===== src/rtl/sp_delta_pkg.sv =====
package sp_delta_pkg;
  typedef enum logic [2:0] {
    OP_PLAIN = 3'd0,
    OP_PUSH  = 3'd1,
    OP_POP   = 3'd2,
    OP_CALL  = 3'd3,
    OP_RET   = 3'd4
  } op_kind_e;
endpackage


===== src/rtl/sp_delta_rst_sync.sv =====
module sp_delta_rst_sync #(
  parameter int STAGES = 2
) (
  input  logic clk,
  input  logic rst_n,
  output logic rst_n_sync
);
  logic [STAGES-1:0] chain_q;
  logic [STAGES-1:0] chain_d;

  always_comb begin
    chain_d = {chain_q[STAGES-2:0], 1'b1};
  end

  always_ff @(posedge clk or negedge rst_n) begin
    if (!rst_n) chain_q <= '0;
    else        chain_q <= chain_d;
  end

  assign rst_n_sync = chain_q[STAGES-1];
endmodule


===== src/rtl/sp_delta_calc.sv =====
module sp_delta_calc
  import sp_delta_pkg::*;
#(
  parameter int OFF_W  = 8,
  parameter int SIZE_W = 4
) (
  input  logic [OFF_W-1:0]  off_cur,
  input  op_kind_e          kind,
  input  logic [SIZE_W-1:0] size,
  input  logic              rd_sp,
  input  logic              wr_sp,
  output logic              force_sync,
  output logic [OFF_W-1:0]  off_next,
  output logic [OFF_W-1:0]  disp
);
  localparam int WW = OFF_W + 1;

  logic [WW-1:0]    sz_ext;
  logic [WW-1:0]    step;
  logic [WW-1:0]    wide_sum;
  logic [OFF_W-1:0] base;
  logic [OFF_W-1:0] post;
  logic             is_dec;
  logic             is_inc;
  logic             ovf;
  logic             need_expl;

  always_comb begin
    sz_ext     = {{(WW-SIZE_W){1'b0}}, size};
    is_dec     = (kind == OP_PUSH) || (kind == OP_CALL);
    is_inc     = (kind == OP_POP)  || (kind == OP_RET);
    step       = is_dec ? (~sz_ext + 1'b1) : (is_inc ? sz_ext : '0);
    wide_sum   = {off_cur[OFF_W-1], off_cur} + step;
    ovf        = wide_sum[OFF_W] != wide_sum[OFF_W-1];
    need_expl  = (rd_sp || wr_sp) && (off_cur != '0);
    force_sync = ovf || need_expl;
    base       = force_sync ? '0 : off_cur;
    post       = base + step[OFF_W-1:0];
    off_next   = wr_sp ? '0 : post;
    disp       = is_dec ? post : base;
  end
endmodule


===== src/rtl/sp_delta_ckpt.sv =====
module sp_delta_ckpt #(
  parameter int TAGS  = 4,
  parameter int OFF_W = 8,
  localparam int TAG_W = $clog2(TAGS)
) (
  input  logic             clk,
  input  logic             rst_n,
  input  logic             wr_en,
  input  logic [TAG_W-1:0] wr_tag,
  input  logic [OFF_W-1:0] wr_val,
  input  logic [TAG_W-1:0] rd_tag,
  output logic [OFF_W-1:0] rd_val
);
  logic [OFF_W-1:0] slot_q [TAGS];

  for (genvar g = 0; g < TAGS; g++) begin : g_slot
    logic slot_en;
    always_comb slot_en = wr_en && (wr_tag == TAG_W'(g));
    always_ff @(posedge clk or negedge rst_n) begin
      if (!rst_n)       slot_q[g] <= '0;
      else if (slot_en) slot_q[g] <= wr_val;
    end
  end

  assign rd_val = slot_q[rd_tag];
endmodule


===== src/rtl/sp_delta_tracker.sv =====
module sp_delta_tracker
  import sp_delta_pkg::*;
#(
  parameter int OFF_W  = 8,
  parameter int SIZE_W = 4,
  parameter int TAGS   = 4,
  localparam int TAG_W = $clog2(TAGS)
) (
  input  logic              clk,
  input  logic              rst_n,
  input  logic              op_valid,
  input  logic [2:0]        op_kind,
  input  logic [SIZE_W-1:0] op_size,
  input  logic              op_rd_sp,
  input  logic              op_wr_sp,
  input  logic              op_is_br,
  input  logic [TAG_W-1:0]  op_br_tag,
  input  logic              rec_valid,
  input  logic [TAG_W-1:0]  rec_tag,
  output logic [OFF_W-1:0]  disp_adj,
  output logic              sync_valid,
  output logic [OFF_W-1:0]  sync_delta
);
  logic             rst_n_s;
  logic [OFF_W-1:0] off_q;
  logic [OFF_W-1:0] off_d;
  logic             off_en;
  logic             force_sync;
  logic [OFF_W-1:0] off_next;
  logic [OFF_W-1:0] ckpt_val;
  logic             ckpt_wr;
  op_kind_e         kind;

  assign kind = op_kind_e'(op_kind);

  sp_delta_rst_sync #(.STAGES(2)) u_rst (
    .clk(clk), .rst_n(rst_n), .rst_n_sync(rst_n_s)
  );

  sp_delta_calc #(.OFF_W(OFF_W), .SIZE_W(SIZE_W)) u_calc (
    .off_cur(off_q), .kind(kind), .size(op_size), .rd_sp(op_rd_sp),
    .wr_sp(op_wr_sp), .force_sync(force_sync), .off_next(off_next),
    .disp(disp_adj)
  );

  assign ckpt_wr = op_valid && op_is_br && !rec_valid;

  sp_delta_ckpt #(.TAGS(TAGS), .OFF_W(OFF_W)) u_ckpt (
    .clk(clk), .rst_n(rst_n_s), .wr_en(ckpt_wr), .wr_tag(op_br_tag),
    .wr_val(off_next), .rd_tag(rec_tag), .rd_val(ckpt_val)
  );

  assign sync_valid = op_valid && !rec_valid && force_sync;
  assign sync_delta = off_q;

  always_comb begin
    off_en = rec_valid || op_valid;
    off_d  = rec_valid ? ckpt_val : off_next;
  end

  always_ff @(posedge clk or negedge rst_n_s) begin
    if (!rst_n_s)    off_q <= '0;
    else if (off_en) off_q <= off_d;
  end

  // A sync request never carries a zero offset.
  assert_sync_nonzero_R5: assert property (@(posedge clk) disable iff (!rst_n_s)
    sync_valid |-> (sync_delta != '0));

  // A recovery squashes any operation in the same cycle.
  assert_recover_squash_R9: assert property (@(posedge clk) disable iff (!rst_n_s)
    rec_valid |-> !sync_valid);

  // A push or call without sync steps the offset down by its size.
  assert_push_step_R2: assert property (@(posedge clk) disable iff (!rst_n_s)
    (op_valid && !rec_valid && !sync_valid && !op_wr_sp &&
     (kind == OP_PUSH || kind == OP_CALL))
    |=> (off_q == $past(off_q) - OFF_W'($past(op_size))));

  // A sync on a plain operation leaves the offset at zero.
  assert_sync_clears_R4: assert property (@(posedge clk) disable iff (!rst_n_s)
    (sync_valid && kind == OP_PLAIN) |=> (off_q == '0));

  // With no input the offset holds.
  assert_idle_hold_R10: assert property (@(posedge clk) disable iff (!rst_n_s)
    (!op_valid && !rec_valid) |=> $stable(off_q));
endmodule


===== config.mk =====
export PLATFORM = sky130hd
export DESIGN_NAME = sp_delta_tracker
export DESIGN_NICKNAME = d
export VERILOG_FILES = /design/src/rtl/sp_delta_pkg.sv /design/src/rtl/sp_delta_rst_sync.sv /design/src/rtl/sp_delta_calc.sv /design/src/rtl/sp_delta_ckpt.sv /design/src/rtl/sp_delta_tracker.sv
export SDC_FILE = /design/constraint.sdc
export NUM_CORES = 1
export LEC_CHECK = 0
export BUFFER_PORTS_ARGS = -buffer_cell sky130_fd_sc_hd__buf_2
export CELL_PAD_IN_SITES_DETAIL_PLACEMENT = 1
export CELL_PAD_IN_SITES_GLOBAL_PLACEMENT = 2
export CORE_AREA = 4 4 95 97
export CTS_CLUSTER_DIAMETER = 50
export DETAILED_ROUTE_END_ITERATION = 10
export DIE_AREA = 0 0 99 101
export PLACE_DENSITY = 0.75
export SLEW_MARGIN = 25
export SYNTH_ARGS = -nofsm -noshare
export SYNTH_HDL_FRONTEND = slang
export SYNTH_HIERARCHICAL = 1
export SYNTH_SLANG_ARGS = --single-unit

===== constraint.sdc =====
create_clock -name clk -period 14.8 [get_ports clk]
set_input_delay 2.96 -clock clk [delete_from_list [all_inputs] [get_ports clk]]
set_output_delay 2.96 -clock clk [all_outputs]
set_load 0.02 [all_outputs]

# ---- Yosys cells after proc, flatten, opt, wreduce, memory -nomap -nowiden
# Index checks and enable logic that the tools add are counted.
dict set report totals {
  word_cells 46
  input_bits 18
  regBits 42
  out_inout_bits 17
}
dict set report classes {
  eq_ne 8
  addsub 3
  bitwise 2
  mux 9
  reduce_logical 17
  n_lt_le_gt_ge 1
}
# operator count
set ops {}
lappend ops {{two-way mux 8 bit} 6}
lappend ops {{binary-select mux 8 bit (select 2 bit)} 1}
lappend ops {{adder 9 x 1 -> 9 bit, second input constant} 1}
lappend ops {{adder 9 bit} 1}
lappend ops {{logical AND 1 bit} 9}
lappend ops {{two-way mux 9 bit} 1}
lappend ops {{NOT 4 -> 9 bit} 1}
lappend ops {{adder 8 bit} 1}
lappend ops {{nonzero test 8 bit} 1}
lappend ops {{equality test 3 x 2 -> 1 bit, second input constant} 2}
lappend ops {{logical OR 1 bit} 5}
lappend ops {{equality test 2 bit, second input constant} 2}
lappend ops {{two-way mux 4 bit} 1}
lappend ops {{equality test 3 x 1 -> 1 bit, second input constant} 1}
lappend ops {{equality test 3 bit, second input constant} 1}
lappend ops {{greater-or-equal comparator 3 bit, second input constant} 1}
lappend ops {{NOT 2 -> 3 bit} 1}
lappend ops {{equality test 2 x 1 -> 1 bit, second input constant} 1}
lappend ops {{zero test 2 bit} 1}
lappend ops {{zero test 1 bit} 1}
lappend ops {{inequality test 1 bit} 1}

# ---- Depth between registers and ports, before layout
dict set report logic_depth {
  depth_word 11
  mapped_depth 25
  depth_no_buf 25
}

# ---- Modules after synthesis
# The synthesis kept the hierarchy.
# mod instances area_per_inst_um2 seq_area_each_um2 cells_per_inst
set by_module_without_submodules {}
lappend by_module_without_submodules {sp_delta_ckpt 1 1401.3 800.8 78}
lappend by_module_without_submodules {sp_delta_calc 1 933.4 0.0 132}
lappend by_module_without_submodules {sp_delta_tracker 1 396.6 200.2 36}
lappend by_module_without_submodules {sp_delta_rst_sync 1 53.8 50.0 3}

# ---- Least setup slack after synthesis
# OpenSTA, ideal clock, no wires.
dict set report synth_path {
  kind {input to output}
  start {input op_size[0]}
  end {output disp_adj[7]}
  n_path_buf 0
  path_slack_ns 4.757
  t_arrival_ns 7.083
  path_stages 21
  t_required_ns 11.840
  path_cell_list {inv_1 ha_1 xnor2_1 a221oi_1 a21oi_1 ha_1 o21a_1 o2111ai_1 a21oi_2 or3_4 a31oi_4 xnor3_2 nor3b_1 ha_1 a21o_1 a211oi_1 nor2_1 o41ai_1 xnor2_1 nand2_1 xnor2_1}
}
dict set report synth_via {
  elab_chain_len 9
  elab_cells_between_ends 10
  cone_classes {3 x add/sub; 1 x eq/ne; 4 x mux; 1 x bitwise; 1 x reduce/logical}
}
# item line
set synth_rtl {}
lappend synth_rtl {{start, declared} sp_delta_tracker.sv:13} ;# input logic [SIZE_W-1:0] op_size,
lappend synth_rtl {{NOT 4 -> 9 bit} sp_delta_calc.sv:32} ;# step = is_dec ? (~sz_ext + 1'b1) : (is_inc ? sz_ext : '0);
lappend synth_rtl {{adder 9 x 1 -> 9 bit} sp_delta_calc.sv:32}
lappend synth_rtl {{two-way mux 9 bit (*)} sp_delta_calc.sv:32}
lappend synth_rtl {{adder 9 bit} sp_delta_calc.sv:33} ;# wide_sum = {off_cur[OFF_W-1], off_cur} + step;
lappend synth_rtl {{inequality test 1 bit} sp_delta_calc.sv:34} ;# ovf = wide_sum[OFF_W] != wide_sum[OFF_W-1];
lappend synth_rtl {{logical OR 1 bit} sp_delta_calc.sv:36} ;# force_sync = ovf || need_expl;
lappend synth_rtl {{two-way mux 8 bit} sp_delta_calc.sv:37} ;# base = force_sync ? '0 : off_cur;
lappend synth_rtl {{adder 8 bit} sp_delta_calc.sv:38} ;# post = base + step[OFF_W-1:0];
lappend synth_rtl {{two-way mux 8 bit (*)} sp_delta_calc.sv:40} ;# disp = is_dec ? post : base;
lappend synth_rtl {{end, declared} sp_delta_tracker.sv:20} ;# output logic [OFF_W-1:0] disp_adj,
# Mark *: on every way between the ends. The rest lies on a longest branch, timed or not.

# ---- Worst setup path in the final report
# Ends and elaborated chain as after synthesis.

==> impl_summary.txt <==
----------------------------------------------------
[Status]
  Run status ... finished clean

[Final layout]
  Layout cell share with drive strength beyond 1 ... 33.6%
  Number of nets in the layout ... 320
  ANT cells ... 0
  Commonest non-fill, non-tap cell in the layout ... sky130_fd_sc_hd__dfrtp_1
  Fillcell total ... 913
  Commonest cells after routing, fill and taps aside ... sky130_fd_sc_hd__dfrtp_1 (42), sky130_fd_sc_hd__buf_2 (34), sky130_fd_sc_hd__mux2_2 (33), sky130_fd_sc_hd__ha_1 (16), sky130_fd_sc_hd__nand2_1 (15)
  Layout area overhead ... 14.8%

[Floorplan]
  Site Rows ... 33
  Width of the die ... 99 um
  Die height ... 101 um
  Die area ... 10000 um2
  IO Count ... 35
  Starting Density ... 34.2%
  Core Region ... 8130 um2

[Global routing]
  Largest net degree at the start of global routing ... 41
  GRT Util Overall ... 14.7%
  Grt total ovfl ... 0
  Number of global-route vias before repair ... 2284
  Initial antenna violation count ... 0
  Global-route wire length before repair ... 11700 um

[Synthesis]
  Cell type with the highest aggregate area in the netlist ... sky130_fd_sc_hd__dfrtp_1
  Post-synthesis average cell area ... 11.2 um2
  Portion of synthesized cell area occupied by the leading cell type ... 37.7%
  Number of instances in the synthesized netlist ... 249
  Synth Register Bits ... 42
  Prevailing post-synth register cell ... sky130_fd_sc_hd__dfrtp_1
  Async set-or-reset flop fraction in the synthesized netlist ... 100%
  Number of nets produced by synthesis ... 284
  Netlist area before placement ... 2790 um2
  Number of distinct library cells after synthesis ... 49
  Post-synth EDFFs ... 0
  Main area contributors after synthesis ... sky130_fd_sc_hd__dfrtp_1 (38%), sky130_fd_sc_hd__mux2_2 (13%), sky130_fd_sc_hd__ha_1 (7.2%), sky130_fd_sc_hd__mux4_2 (6.5%), sky130_fd_sc_hd__mux2i_1 (3.6%)
  Yosys warnings ... 6
  Seq/Total Area, Yosys ... 37.7%

[Clocking]
  Total CTS buffers ... 5
  Deepest clock path buffer count ... 2
  Clk pin slew, worst setup/hold paths ... 0.08 ns
  Cells resized by post-CTS repair ... 0
  Clock tree from TritonCTS ... yes
  # Post-CTS Setup Buffers ... 0
  Number of buffers added to fix hold violations after cts ... 0
  Maximum level of the CTS H-tree ... 2
  Clock sink total ... 42
  Worst-skew pair later-pin latency ... 0.29 ns
  Clock root buffer master ... sky130_fd_sc_hd__clkbuf_8

[Min path]
  Tightest Hold Check Type ... reg2async

[Worst setup path]
  Worst r2r dst ... u_ckpt/slot_q[23]$_DFFE_PN0P_
  Arrival time reported for the critical path endpoint ... 7.67 ns
  Element type at the critical path start ... input port
  R2R Path Start ... sync_delta[2]$_DFFE_PN0P_
  Worst-case reg-to-reg path depth ... 17
  Crit Path Max Fanout ... 9
  Endpoint required time on the critical path ... 11.84 ns
  Reg-to-reg setup timing slack ... 10.12 ns
  Category of the most critical setup path ... in2out
  Endpoint kind of the worst setup timing path ... primary output

[STA]
  Worst Setup Slack, final ... 4.17 ns
  Hold_ws ... 0.312 ns
  Max-slew headroom ... 52.1%
  Final Cycle Share ... 71.8%
  Worst clock skew on the final layout ... 0.00500 ns
  Count of endpoints failing hold in the final timing report ... 0
  Actual slew at the worst max-slew pin ... 0.713 ns
  Setup repair after global routing missed its margin ... false
  Max Fclk ... 0.0940 GHz
  Final total negative setup slack ... 0 ns
  Setup violation total in the final timing report ... 0
  Number of max-slew violations in the final report ... 0
  Clock period minus worst slack ... 10.63 ns

[Detailed routing]
  Wire length per cell after detailed routing ... 17.4 um
  # DRC ... 0
  Post-Route WL ... 6820 um
  Pre-Repair DR Iteration Count ... 4
  Violation count after the first detailed-route iteration ... 31
  Vias/cell ... 5.21
  Antenna-violating nets left ... 0
  Via count of the routed design ... 2037

[Place]
  PortBufs ... 34
  Post-detail-place hpwl ... 5370 um
  Worst slack after detailed placement ... 4.13 ns
  RD Place Congestion ... 0.804

[Power and ir drop]
  Power per Cell Area ... 107 nW/um2
  Static power due to leakage ... 1.52 nW
  Maximum resistive drop on vdd ... 0.0891 mV

[Run]
  Max-cap check violation count ... 0

----------------------------------------------------
==> synthesized netlist by cell type (4+ instances only) <==
library cell,instances
sky130_fd_sc_hd__mux2i_1,10
sky130_fd_sc_hd__inv_1,7
sky130_fd_sc_hd__o22ai_1,6
sky130_fd_sc_hd__nor2_1,14
sky130_fd_sc_hd__xor2_1,6
sky130_fd_sc_hd__ha_1,16
sky130_fd_sc_hd__xnor2_1,4
sky130_fd_sc_hd__mux2_2,33
sky130_fd_sc_hd__o21ai_0,8
sky130_fd_sc_hd__a21oi_1,6
sky130_fd_sc_hd__nand2_1,15
sky130_fd_sc_hd__nor3b_1,7
sky130_fd_sc_hd__nand2b_1,4
sky130_fd_sc_hd__mux4_2,8
sky130_fd_sc_hd__nor2b_1,4
sky130_fd_sc_hd__nand3_1,10
sky130_fd_sc_hd__dfrtp_1,42
sky130_fd_sc_hd__o21ai_1,6
==> registers in the layout, summed over array words and instances (netlist names) <==
signal	cells
sync_delta	8
u_ckpt/slot_q	32
u_rst/chain_q	2
==> final cells by class <==
class / instances / area [um2] / area share [%]
clock inverter: 3 / 68.8 / 2.15
timing repair buffer: 35 / 178 / 5.56
tap: 105 / 131 / 4.11
inverter: 7 / 26.3 / 0.822
multi-input combinational: 194 / 1670 / 52.3
sequential: 42 / 1050 / 32.9
clock buffer: 5 / 68.8 / 2.15
==> power breakdown <==
part	internal, mW	total (mW)	switching, mW
clock network	0.0676	0.107	0.0392
registers	0.131	0.143	0.0122
logic	0.0422	0.0932	0.0509
total	0.241	0.343	0.102
==> metal layers <==
layer	part of all wire, %	track usage [%]	wire length (um)
met1	45	18.4	3070
met3	2.7	1.80	184
met5	0	0	0
met4	1.0	3.78	69
met2	51	26.7	3500
==> worst max-delay path, cell delays in order <==
cell and delay (ns):
sky130_fd_sc_hd__buf_2 0.11, sky130_fd_sc_hd__inv_1 0.05, sky130_fd_sc_hd__ha_1 0.22, sky130_fd_sc_hd__xnor2_1 0.15, sky130_fd_sc_hd__a221oi_1 0.09, sky130_fd_sc_hd__a21oi_1 0.28
sky130_fd_sc_hd__ha_1 0.29, sky130_fd_sc_hd__o21a_1 0.17, sky130_fd_sc_hd__o2111ai_1 0.21, sky130_fd_sc_hd__a21oi_2 0.07, sky130_fd_sc_hd__or3_4 0.35, sky130_fd_sc_hd__a31oi_4 0.25
sky130_fd_sc_hd__xnor3_2 0.37, sky130_fd_sc_hd__nor3b_1 0.21, sky130_fd_sc_hd__ha_1 0.27, sky130_fd_sc_hd__a21o_1 0.20, sky130_fd_sc_hd__a211oi_1 0.24, sky130_fd_sc_hd__nor2_1 0.10
sky130_fd_sc_hd__o41ai_1 0.37, sky130_fd_sc_hd__xnor2_1 0.25, sky130_fd_sc_hd__nand2_1 0.14, sky130_fd_sc_hd__xnor2_1 0.14, sky130_fd_sc_hd__buf_2 0.18
==> worst max path at each step <==
stage	cells past startpoint	end	startpoint	slack (ns)
after floorplan	21	disp_adj[7]	op_size[0]	4.76
after global placement	23	disp_adj[7]	op_size[0]	4.19
after detailed placement	22	disp_adj[7]	op_size[2]	4.13
after CTS	22	disp_adj[7]	op_size[2]	4.13
after global routing	23	disp_adj[7]	op_size[0]	3.80
final	23	disp_adj[7]	op_size[0]	4.17
==> kinds of logic (layout without fill, tap and decap cells) <==
kind of cell	after synthesis	after routing	synth area share (%)
buf+inv	13	50	2.20
mux	51	51	23.4
other cells	1	1	0.135
flops	42	42	37.7
fa+ha+maj	17	17	7.91
simple gates	76	76	15.7
xor+xnor	11	11	4.00
compound gates	38	38	8.94
==> stage by stage <==
stage	util [%]	instances	power, mW	cell area (um2)
final	39.3	391	0.343	3200
after floorplan	-	249	0.211	2790
after CTS	39.3	391	0.350	3200
after global routing	39.3	391	0.366	3200
after detailed placement	37.6	383	0.240	3060
after global placement	37.6	383	0.237	3060
(Power assumes the default switching activity.)
